===== config.mk =====
export PLATFORM = sky130hd
export DESIGN_NAME = wrr_dma_arbiter
export DESIGN_NICKNAME = d
export VERILOG_FILES = /design/src/rtl/wrr_pkg.sv /design/src/rtl/wrr_pick.sv /design/src/rtl/wrr_credit.sv /design/src/rtl/wrr_dma_arbiter.sv
export SDC_FILE = /design/constraint.sdc
export NUM_CORES = 1
export LEC_CHECK = 0
export CAP_MARGIN = 10
export CORE_MARGIN = 2
export CORE_UTILIZATION = 51
export CTS_CLUSTER_SIZE = 10
export DETAILED_ROUTE_END_ITERATION = 8
export MAX_ROUTING_LAYER = met4
export PLACE_DENSITY = 0.94
export REMOVE_ABC_BUFFERS = 1
export SYNTH_ARGS = -nofsm -noshare
export SYNTH_HDL_FRONTEND = slang
export SYNTH_SLANG_ARGS = --single-unit

===== constraint.sdc =====
create_clock -name clk -period 6.36 [get_ports clk]
set_clock_uncertainty 0.1 [all_clocks]
set_input_delay 1.59 -clock clk [delete_from_list [all_inputs] [get_ports clk]]
set_output_delay 1.59 -clock clk [all_outputs]
set_load 0.1 [all_outputs]

===== src/rtl/wrr_pkg.sv =====
package wrr_pkg;
  localparam int WCODE_W = 3;
  localparam int QUOTA_W = 5;

  // Descriptors allowed per turn for a weight code; reserved codes give one.
  function automatic logic [QUOTA_W-1:0] dsc_quota(input logic [WCODE_W-1:0] code);
    if (code <= 3'd4) dsc_quota = QUOTA_W'(1) << code;
    else              dsc_quota = QUOTA_W'(1);
  endfunction
endpackage


===== src/rtl/wrr_pick.sv =====
module wrr_pick #(
  parameter int N_CH  = 4,
  localparam int IDX_W = $clog2(N_CH)
) (
  input  logic             clk,
  input  logic             rst_n,
  input  logic [N_CH-1:0]  req,
  input  logic [IDX_W-1:0] last,
  output logic [IDX_W-1:0] pick,
  output logic             found
);
  int cand;

  // Rotating priority: search starts one past the last owner, wraps, ends on it.
  always_comb begin
    found = 1'b0;
    pick  = '0;
    cand  = 0;
    for (int k = 1; k <= N_CH; k++) begin
      cand = (int'(last) + k) % N_CH;
      if (!found && req[cand[IDX_W-1:0]]) begin
        found = 1'b1;
        pick  = cand[IDX_W-1:0];
      end
    end
  end

  AST_PICK_REQUESTS: assert property (@(posedge clk) disable iff (!rst_n)
    found |-> req[pick]);
  AST_FOUND_ANY: assert property (@(posedge clk) disable iff (!rst_n)
    (req != '0) |-> found);
endmodule


===== src/rtl/wrr_credit.sv =====
module wrr_credit #(
  parameter int QW = 5
) (
  input  logic          clk,
  input  logic          rst_n,
  input  logic          load,
  input  logic [QW-1:0] load_val,
  input  logic          dec,
  output logic [QW-1:0] left,
  output logic          last_one
);
  always_ff @(posedge clk) begin
    if (!rst_n)    left <= '0;
    else if (load) left <= load_val;
    else if (dec)  left <= left - QW'(1);
  end

  assign last_one = (left == QW'(1));

  AST_NO_UNDERFLOW: assert property (@(posedge clk) disable iff (!rst_n)
    dec |-> (left > QW'(1)));
  AST_LOAD_NONZERO: assert property (@(posedge clk) disable iff (!rst_n)
    load |-> (load_val != '0));
endmodule


===== src/rtl/wrr_dma_arbiter.sv =====
module wrr_dma_arbiter
  import wrr_pkg::*;
#(
  parameter int N_CH = 4,
  localparam int IDX_W = $clog2(N_CH),
  localparam int WV_W  = N_CH * WCODE_W
) (
  input  logic            clk,
  input  logic            rst_n,
  input  logic [N_CH-1:0] ch_req,
  input  logic [WV_W-1:0] ch_weight,
  input  logic            dsc_done,
  input  logic            eng_busy,
  output logic [N_CH-1:0] grant,
  output logic            grant_vld
);
  logic [IDX_W-1:0]   own_q;
  logic               vld_q;
  logic [IDX_W-1:0]   pick_idx;
  logic               pick_found;
  logic [QUOTA_W-1:0] left;
  logic               last_dsc;

  // Named events for the assertions.
  wire own_req     = ch_req[own_q];
  wire turn_spent  = vld_q & dsc_done & last_dsc;
  wire req_gone    = vld_q & ~own_req & ~eng_busy;
  wire release_evt = turn_spent | req_gone;
  wire handover    = ~vld_q | release_evt;
  wire load_quota  = handover & pick_found;
  wire dec_quota   = ~handover & vld_q & dsc_done;

  wire [WCODE_W-1:0]  pick_code  = ch_weight[pick_idx*WCODE_W +: WCODE_W];
  wire [QUOTA_W-1:0]  pick_quota = dsc_quota(pick_code);

  wrr_pick #(.N_CH(N_CH)) u_pick (
    .clk(clk), .rst_n(rst_n), .req(ch_req), .last(own_q),
    .pick(pick_idx), .found(pick_found)
  );

  wrr_credit #(.QW(QUOTA_W)) u_credit (
    .clk(clk), .rst_n(rst_n), .load(load_quota), .load_val(pick_quota),
    .dec(dec_quota), .left(left), .last_one(last_dsc)
  );

  // Owner register: reset value makes the first search start at channel 0.
  always_ff @(posedge clk) begin
    if (!rst_n) begin
      own_q <= IDX_W'(N_CH - 1);
      vld_q <= 1'b0;
    end else if (handover) begin
      if (pick_found) own_q <= pick_idx;
      vld_q <= pick_found;
    end
  end

  for (genvar i = 0; i < N_CH; i++) begin : g_grant
    assign grant[i] = vld_q & (own_q == IDX_W'(i));
  end
  assign grant_vld = vld_q;

  AST_GNT_ONEHOT: assert property (@(posedge clk) disable iff (!rst_n)
    $onehot0(grant));
  AST_VLD_MATCH: assert property (@(posedge clk) disable iff (!rst_n)
    grant_vld == (grant != '0));
  AST_HOLD_NO_EVENT: assert property (@(posedge clk) disable iff (!rst_n)
    (grant_vld && ((ch_req & grant) != '0) && !dsc_done) |=> $stable(grant));
  AST_BUSY_HOLD: assert property (@(posedge clk) disable iff (!rst_n)
    (grant_vld && eng_busy && !dsc_done) |=> $stable(grant));
  AST_IDLE_LOW: assert property (@(posedge clk) disable iff (!rst_n)
    (ch_req == '0 && !grant_vld) |=> !grant_vld);
  AST_DROP_MOVES: assert property (@(posedge clk) disable iff (!rst_n)
    (grant_vld && ((ch_req & grant) == '0) && !eng_busy && (ch_req != '0))
      |=> !$stable(grant));
  AST_LEFT_LIVE: assert property (@(posedge clk) disable iff (!rst_n)
    vld_q |-> (left != '0));
endmodule


==> results of run 1 <==
[cell type report]
class                           instances  area [µm²]  area share (%)
Tap cell                               25        31.3            2.52
Inverter                               12        45.0            3.63
Multi-Input combinational cell         80         742            59.8
Timing Repair Buffer                   24         240            19.4
Sequential cell                         8         160            12.9
Clock buffer                            3        22.5            1.81
[registers in the layout (all words and copies together) (netlist names)]
register	flops
grant_vld	1
own_q	2
u_credit.left	5
[cells by family (layout without fill, tap and decap cells)]
family	after synthesis	count (layout)	share of synthesized area, %
compound gates	20	20	18.1
xor+xnor	4	4	3.60
fa+ha+maj	8	8	10.3
buf+inv	16	39	7.21
flops	8	8	16.5
mux	14	14	25.0
simple gates	34	34	19.3
[per-stage QoR]
step | instances | hold WS, ps | power [mW]
after floorplan | 100 | 424 | 0.336
after global placement | 149 | 456 | 0.391
after detailed placement | 149 | 473 | 0.404
after CTS | 152 | 484 | 0.447
after global routing | 152 | 516 | 0.478
final | 152 | 475 | 0.446
[critical path, stage by stage]
cell,delay (ps)
clkdlybuf4s50_1,570
mux2_2,370
a22oi_1,190
a21oi_1,100
o22ai_1,480
mux4_1,730
ha_1,240
nand3b_1,180
o41ai_1,300
[routing by layer]
metal	share of wire (%)	GRT usage [%]	wire [µm]
met5	0	-	0
met1	43	25.6	932
met4	2.8	11.9	61
met3	3.5	2.26	77
met2	51	43.0	1110
[cells in the final DEF, fill, tap and decap left out, drive strengths merged, types with 4 or more instances in the layout]
master	instances
o21ai	4
dfxtp	8
inv	12
mux4	7
nand3	4
nor2	7
ha	8
clkdlybuf4s50	24
mux2i	4
nand2	6
and2	6
[worst max path at each step]
stage / slack (ps) / depth (start not counted) / start / end
after floorplan: 2410 / 8 / ch_req[1] / u_credit.left[1]
after global placement: 1670 / 9 / ch_req[3] / u_credit.left[1]
after detailed placement: 1430 / 9 / ch_req[3] / u_credit.left[2]
after CTS: 1670 / 9 / ch_req[3] / u_credit.left[2]
after global routing: 1540 / 9 / ch_req[3] / u_credit.left[2]
final: 1660 / 9 / ch_req[3] / u_credit.left[2]
[where the power goes]
part / internal [mW] / switching (mW)
Clock: 0.0217 / 0.0184
Sequential: 0.0646 / 0.0248
Combinational: 0.147 / 0.170
==> impl_results.md, run 1 <==
* Final Wtd Congestion at 0.887
* Tightest Pin Transition at 968 ps
* Reg clk slew, reported paths at about 50 ps
* Worst Path Max Fanout at 9
* R2R cell count at 10
* # fillers at 154
* Tcrit/Tclk final at 74.0%
* WL per Instance at 14.4 µm
* Die area at about 2300 µm²
* Leak at ~0.51 nW
* R2R Path Start: own_q[0]
* Global-route wire length before repair at roughly 3.6 mm
* Antenna viol nets, final at 0
* Post-synth cell types at 40
* Final setup vio count at 0
* PD cells at approximately 360 nW/µm²
* Fin worst setup slack at around 1700 ps
* Largest net degree at the start of global routing at 16
* Worst flop-to-flop path endpoint: u_credit.left[2]
* Core Footprint at about 1800 µm²
* Via-per-instance ratio at between 5 and 6
* Vias at just under 900
* Clock Path Buffers at 2
* Register-to-register setup slack at around 2200 ps
* Post-synth top flop: dfxtp_1
* Initial Utilization at a little under three fifths
* Peak Freq at around 210 MHz
* Mapped cell area at 972 µm²
* H-tree level count at 1
* Max Cap Violations at 0
* CTS buffer count at 3
* Root buffer cell: clkbuf_4
* Hold Crit Depth at 2
* Residual DRC at 0
* Area grow syn2layout at 27.7%
* Register bit total from synthesis at 8
* Routed wire length at between 2 and 2.5 mm
* Clock latency on the worst-skew pair at 260 ps
* TNS Setup at 0 ps
* Critical Path RT at 6400 ps
* Peak VDD IR at roughly 0.25 mV
* HP Class: reg2reg
* Crit path DAT at about 4700 ps
* Cell area after layout at about 1200 µm²
* Top-count cell post-synth: inv_1
* Max-slew violation count at 0
* DP Wirelength at around 1.7 mm
* Dpl ws at approximately 1400 ps
* Minimum clock period at ~4700 ps
* Endpoints failing hold at 0
* Nets@finish at approximately 160
* Post-synthesis sequential area ratio at roughly 16%
* Synth Instances at 104
* Clock Sinks at 8
* Die width at ~48 µm
* Synth area leader: dfxtp_1
* Unrepaired setup endpoints after global routing: false
* Post-synth EDFFs at 0
* Outcome: finished clean
* Worst hold start: grant_vld
* DIE HEIGHT at roughly 48 µm
* Fraction of layout cells with a size suffix above 1 at approximately an eighth
* Avg Cell Area, Syn at a little over 9 µm²
* Number of global-route vias before repair at 882
* CP Launch Type: input pin
* Most instantiated cells after synthesis: inv_1, dfxtp_1, ha_1
* Number of core rows at 15
* Hold-fix buffers, CTS at 0
* Input/output buffers at 24
* Synth area leaders: dfxtp_1, ha_1, mux4_2
* Hold Path Sink: grant_vld
* CP Capture Type: register
* FFs w/ async S/R, synth at 0%
* Crit Path Category: in2reg
* Synth Warn # at 0
* CTS tree: built
* Yosys top cell area share at between 10% and 20%
* I/O Pins at 25
* GRT Overall Usage at about a quarter
* Placed cell area at 1220 µm²
* Initial drt markers at 15
* Grt ovf at 0
* Setup Buffers After CTS at 0
* Util after Layout at between 70 and 80%
* Post-cts gate resize count at 0
* Drt pass-1 iters at 5
* Initial antenna violation count at 0
* Max-slew headroom at between 30% and 40%
* ANT cells at 0
Power figures use the tool's default switching activity.
==> inputs of run 2 (changes only) <==
--- a/config.mk
+++ b/config.mk
@@ -6,12 +6,13 @@
 export NUM_CORES = 1
 export LEC_CHECK = 0
 export CAP_MARGIN = 10
+export CORE_ASPECT_RATIO = 1.5
 export CORE_MARGIN = 2
-export CORE_UTILIZATION = 51
+export CORE_UTILIZATION = 48
 export CTS_CLUSTER_SIZE = 10
 export DETAILED_ROUTE_END_ITERATION = 8
 export MAX_ROUTING_LAYER = met4
-export PLACE_DENSITY = 0.94
+export PLACE_DENSITY = 0.9
 export REMOVE_ABC_BUFFERS = 1
 export SYNTH_ARGS = -nofsm -noshare
 export SYNTH_HDL_FRONTEND = slang
==> constraint.sdc (replaced) <==
create_clock -name clk -period 4.4 [get_ports clk]
set_clock_uncertainty 0.1 [all_clocks]
set_input_delay 1.1 -clock clk [delete_from_list [all_inputs] [get_ports clk]]
set_output_delay 1.1 -clock clk [all_outputs]
set_load 0.1 [all_outputs]
==> run 2 against run 1 <==
Effect of this change:
- first-iteration DRC count down 13%
- combinational power up 53%
- final cell count fell by 0.66%
- largest power group unchanged
==> impl_results.md, run 2 (synthesized netlist as in run 1, its figures left out) <==
* Global-route wire length before repair at 3.58 mm (was 3.64 mm)
* Die width at 40.7 µm (was 47.7 µm)
* Reg clk slew, reported paths at 50 ps (about the same)
* Worst setup startpoint: ch_req[3] (unchanged)
* Max-slew violation count at 0 (unchanged)
* Fraction of layout cells with a size suffix above 1 at 15.5% (was 12.6%)
* Crit path DAT at 3970 ps (was 4740 ps)
* Number of core rows at 20 (was 15)
* Post-cts gate resize count at 0 (unchanged)
* Switching power at 310 µW (was 213 µW)
* Worst flop-to-flop path endpoint: u_credit.left[2] (unchanged)
* Tightest Pin Transition at 968 ps (about the same)
* GRT Overall Usage at 21.7% (was 23.8%)
* Initial Utilization at 49.2% (was 55.1%)
* Tcrit/Tclk final at 89.3%
* PD cells at 527 nW/µm² (was 360 nW/µm²)
* Root buffer cell: clkbuf_4 (unchanged)
* Largest net degree at the start of global routing at 15 (was 16)
* Input/output buffers at 24 (unchanged)
* Seq pwr share at 17.5% (was 20.0%)
* Fin worst setup slack at 472 ps (was 1660 ps)
* Final Wtd Congestion at 0.894 (was 0.887)
* Peak VDD IR at 0.224 mV (was 0.247 mV)
* CP cell instances: clkdlybuf4s50_1 -> mux2_2 -> a22oi_1 -> a21oi_1 -> o22ai_1 -> mux4_1 -> ha_1 -> nand3b_1 -> o41ai_1 (unchanged)
* Drt pass-1 iters at 4 (was 5)
* CTS tree: built (unchanged)
* Sw Share at 47.2% (was 47.7%)
* Initial drt markers at 13 (was 15)
* Hold-fix buffers, CTS at 0 (unchanged)
* CP Capture Type: register (unchanged)
* Antenna viol nets, final at 0 (unchanged)
* Vias at 897 (was 888)
* Critical Path RT at 4440 ps (was 6400 ps)
* Peak Freq at about 250 MHz
* Minimum clock period at 3930 ps
* R2R cell count at 10 (unchanged)
* Most common cell after layout, fill and taps aside: clkdlybuf4s50_1 (unchanged)
* Hold Path Sink: grant_vld (unchanged)
* Grt ovf at 0 (unchanged)
* Unrepaired setup endpoints after global routing: false (unchanged)
* Worst hold start: grant_vld (unchanged)
* H-tree level count at 1 (unchanged)
* Core Footprint at 1980 µm² (was 1760 µm²)
* Endpoints failing hold at 0 (unchanged)
* Die area at 2410 µm² (was 2270 µm²)
* Max-slew headroom at 35.3% (about the same)
* HP Class: reg2reg (unchanged)
* Dpl ws at 260 ps (was 1430 ps)
* I/O Pins at 25 (unchanged)
* Setup Buffers After CTS at 0 (unchanged)
* DIE HEIGHT at 59.1 µm (was 47.7 µm)
* Clock Power Share at 8.7% (was 9.0%)
* Outcome: finished clean (unchanged)
* Number of global-route vias before repair at 852 (was 882)
* Crit path buf inv count at 1 (unchanged)
* Commonest non-fill, non-tap cells in the layout: clkdlybuf4s50_1, inv_1, ha_1, dfxtp_1, nor2_1 (unchanged)
* Final setup vio count at 0 (unchanged)
* Via-per-instance ratio at 5.94 (was 5.84)
* TNS Setup at 0 ps (unchanged)
* Clock Path Buffers at 2 (unchanged)
* Hold Crit Depth at 2 (unchanged)
* Most flops, register: u_credit.left (unchanged)
* Nets@finish at 159 (was 157)
* Slowest CP cell: mux4_1 (unchanged)
* CP top delay family: multiplexers (unchanged)
* CP Launch Type: input pin (unchanged)
* ANT cells at 0 (unchanged)
* Leak at 0.525 nW (was 0.512 nW)
* R2R Path Start: own_q[1] (was own_q[0])
* Worst Path Max Fanout at 9 (unchanged)
* WP depth at 9 (unchanged)
* Max reg flops at 5 (unchanged)
* CP peak stage delay at 680 ps (was 730 ps)
* Initial antenna violation count at 0 (unchanged)
* Residual DRC at 0 (unchanged)
* CTS buffer count at 3 (unchanged)
* Clock Sinks at 8 (unchanged)
* DP Wirelength at 1.73 mm (about the same)
* Internal Power at 347 µW (was 234 µW)
* Max Cap Violations at 0 (unchanged)
* WL per Instance at 14.2 µm (was 14.4 µm)
* Comb pwr share at 73.8% (was 71.0%)
* Register-to-register setup slack at 860 ps (was 2190 ps)
* Crit Path Category: in2reg (unchanged)
* Area grow syn2layout at 28.3% (was 27.7%)
* Routed wire length at 2.15 mm (was 2.19 mm)
* Clock latency on the worst-skew pair at 260 ps (about the same)
[run 2: cell types whose count changed in the layout (fill, tap and decap cells not counted), sizes merged]
cell,before,now
buf,0,4
clkdlybuf4s50,24,22
[run 2: power groups by stage]
stage               Combinational [mW]  Clock, mW  Sequential (mW)
floorplan                        0.360          0            0.126
global placement                 0.465          0            0.114
detailed placement               0.484          0            0.116
CTS                              0.488     0.0578            0.115
global route                     0.532     0.0627            0.117
finish                           0.485     0.0573            0.115
[run 2: worst max-delay path by stage]
stage                       endpoint  slack [ps]
finish              u_credit.left[2]         470
global route        u_credit.left[1]         270
CTS                 u_credit.left[2]         510
detailed placement  u_credit.left[2]         260
global placement    u_credit.left[1]         490
floorplan           u_credit.left[2]         850
[run 2: area by class of cell]
type | instances | area [µm²]
fillers | 165 | 729
clock buffers | 3 | 22.5
flip-flops and latches | 8 | 160
repair buffers | 26 | 250
well taps | 22 | 27.5
multi-input cells | 80 | 742
inverters | 12 | 45.0
[run 2: worst min-delay path, cell delays in order, from the launching register on]
cell,delay [ps]
dfxtp_1,350
o211ai_1,90
a21boi_0,80
[run 2: per-stage QoR]
stage          power [mW]  instance area (µm²)  instances  utilization (%)  hold slack, ps
4_1_cts             0.660                 1250        151             63.1             484
6_report            0.657                 1250        151             63.1             474
3_5_place_dp        0.600                 1220        148             62.0             473
2_1_floorplan       0.486                  947        100                -             424
3_3_place_gp        0.579                 1220        148             62.0             462
5_1_grt             0.712                 1250        151             63.1             546
[run 2: metal layers]
| layer | vias up | GRT usage, % | part of all wire [%] |
|---|---|---|---|
| met1 | 430 | 22.9 | 38 |
| met2 | 19 | 37.9 | 56 |
| met3 | 8 | 0 | 2.0 |
| li1 | 440 | - | - |
| met4 | 0 | 12.9 | 3.7 |
| met5 | - | - | 0 |
==> inputs of run 3 (changes only) <==
--- a/config.mk
+++ b/config.mk
@@ -13,7 +13,6 @@
 export DETAILED_ROUTE_END_ITERATION = 8
 export MAX_ROUTING_LAYER = met4
 export PLACE_DENSITY = 0.9
-export REMOVE_ABC_BUFFERS = 1
 export SYNTH_ARGS = -nofsm -noshare
 export SYNTH_HDL_FRONTEND = slang
 export SYNTH_SLANG_ARGS = --single-unit
==> run 3 against run 2 <==
Effect of this change:
- sequential power about the same
- count of clock-buffer cells in the layout unchanged
- highest routed layer unchanged
- final cell count unchanged
- total power decreased by 1.2%
- utilization unchanged
- wire length decreased by 1.1%
==> impl_results.md, run 3 (synthesized netlist as in run 1, its figures left out) <==
* Synth Net Count at around 130
* CP cell instances: clkdlybuf4s50_1 -> mux2_2 -> a22oi_1 -> a21oi_1 -> o22ai_1 -> mux4_1 -> ha_1 -> nand3b_1 -> o41ai_1 (unchanged)
* CP Capture Type: register (unchanged)
* R2R Path Start: own_q[1] (unchanged)
* Grt ovf at 0 (unchanged)
* Drt pass-1 iters at 4 (unchanged)
* Minimum clock period at 3790 ps (was 3930 ps)
* Crit Path Category: in2reg (unchanged)
* CTS tree: built (unchanged)
* Die width at 40.7 µm (unchanged)
* Worst setup startpoint: ch_req[3] (unchanged)
* TNS Setup at 0 ps (unchanged)
* Nets@finish at 159 (unchanged)
* Worst hold start: grant_vld (unchanged)
* Leak at 0.525 nW (unchanged)
* Reg clk slew, reported paths at 50 ps (about the same)
* Initial drt markers at 10 (was 13)
* HP Class: reg2reg (unchanged)
* CP Launch Type: input pin (unchanged)
* Number of global-route vias before repair at 873 (was 852)
* Max Cap Violations at 0 (unchanged)
* Input/output buffers at 24 (unchanged)
* Clock Sinks at 8 (unchanged)
* Commonest non-fill, non-tap cells in the layout: clkdlybuf4s50_1, inv_1, ha_1, dfxtp_1, nor2_1 (unchanged)
* Clock latency on the worst-skew pair at 260 ps (about the same)
* Max reg flops at 5 (unchanged)
* H-tree level count at 1 (unchanged)
* DIE HEIGHT at 59.1 µm (unchanged)
* Final setup vio count at 0 (unchanged)
* Max-slew violation count at 0 (unchanged)
* Fraction of layout cells with a size suffix above 1 at 15.5% (unchanged)
* Tcrit/Tclk final at 86.0% (was 89.3%)
* Vias at 889 (was 897)
* Global-route wire length before repair at 3.63 mm (was 3.58 mm)
* Most common cell after layout, fill and taps aside: clkdlybuf4s50_1 (unchanged)
* Crit path DAT at 3840 ps (was 3970 ps)
* GRT Overall Usage at 22.5% (was 21.7%)
* CP top delay family: multiplexers (unchanged)
* Worst Path Max Fanout at 9 (unchanged)
* Largest net degree at the start of global routing at 15 (unchanged)
* ANT cells at 0 (unchanged)
* Initial Utilization at 49.2% (unchanged)
* Setup Buffers After CTS at 0 (unchanged)
* Post-cts gate resize count at 0 (unchanged)
* Core Footprint at 1980 µm² (unchanged)
* I/O Pins at 25 (unchanged)
* Area grow syn2layout at 28.3% (unchanged)
* Dpl ws at 344 ps (was 260 ps)
* PD cells at 521 nW/µm² (was 527 nW/µm²)
* Antenna viol nets, final at 0 (unchanged)
* Fin worst setup slack at 615 ps (was 472 ps)
* Unrepaired setup endpoints after global routing: false (unchanged)
* Peak VDD IR at 0.225 mV (was 0.224 mV)
* DP Wirelength at 1.69 mm (was 1.73 mm)
* Endpoints failing hold at 0 (unchanged)
* Clock Path Buffers at 2 (unchanged)
* Via-per-instance ratio at 5.89 (was 5.94)
* Cell area after layout at 1250 µm² (unchanged)
* Hold-fix buffers, CTS at 0 (unchanged)
* WL per Instance at 14.0 µm (was 14.2 µm)
* Peak Freq at 264 MHz (was 255 MHz)
* CP peak stage delay at 680 ps (about the same)
* Tightest Pin Transition at 960 ps (was 968 ps)
* # fillers at 161 (was 165)
* Outcome: finished clean (unchanged)
* Die area at 2410 µm² (unchanged)
* Max-slew headroom at 35.8% (was 35.3%)
* Critical Path RT at 4460 ps (was 4440 ps)
* CTS buffer count at 3 (unchanged)
* Slowest CP cell: mux4_1 (unchanged)
* Initial antenna violation count at 0 (unchanged)
* Residual DRC at 0 (unchanged)
* Most flops, register: u_credit.left (unchanged)
* Final Wtd Congestion at 0.897 (was 0.894)
* Root buffer cell: clkbuf_4 (unchanged)
* Crit path buf inv count at 1 (unchanged)
* Placed cell area at 1220 µm² (unchanged)
* Number of core rows at 20 (unchanged)
* Routed wire length at 2.12 mm (was 2.15 mm)
[run 3: cell counts in the layout (fill, tap and decap cells not counted)]
No cell type changed its count.
[run 3: routing by layer]
layer	routed length [µm]	global-route usage, %	vias to the layer above	part of all wire, %
li1	-	-	440	-
met1	825	25.2	418	39
met2	1170	36.3	26	55
met3	66	2.26	5	3.1
met4	55	13.8	0	2.6
met5	0	-	-	0
[run 3: power by group]
part	switching [mW]	total, mW	internal (mW)
Combinational	0.256	0.477	0.221
Sequential	0.0210	0.114	0.0933
Clock	0.0268	0.0582	0.0313
[run 3: final timing paths]
| path | end | slack (ps) | cells past startpoint |
|---|---|---|---|
| worst min-delay path | grant_vld | 480 | 2 |
| worst min register to register | grant_vld | 480 | 2 |
| worst max-delay path | u_credit.left[2] | 610 | 9 |
| worst max register to register | u_credit.left[2] | 910 | 10 |
[run 3: per-stage QoR]
| step | power, mW | instances | util [%] | hold slack (ps) |
|---|---|---|---|---|
| after floorplan | 0.502 | 104 | - | 424 |
| after global placement | 0.578 | 148 | 62.0 | 460 |
| after detailed placement | 0.590 | 148 | 62.0 | 471 |
| after CTS | 0.650 | 151 | 63.1 | 482 |
| after global routing | 0.703 | 151 | 63.1 | 508 |
| final | 0.649 | 151 | 63.1 | 478 |
[run 3: worst reg2reg max path, delay by kind of cell, from the launching register on]
family / cells / cell delay, ps
AOI/OAI and AO/OA: 3 / 520
buffers and inverters: 1 / 160
muxes: 2 / 1040
adders and majority gates: 2 / 730
DFF: 1 / 470
and+or+nand+nor: 2 / 360
[run 3: layout make-up]
class	count	area [µm²]	share of cell area, %
Multi-Input combinational cell	80	742	59.5
Timing Repair Buffer	26	250	20.1
Sequential cell	8	160	12.8
Inverter	12	45.0	3.61
Tap cell	22	27.5	2.21
Clock buffer	3	22.5	1.81
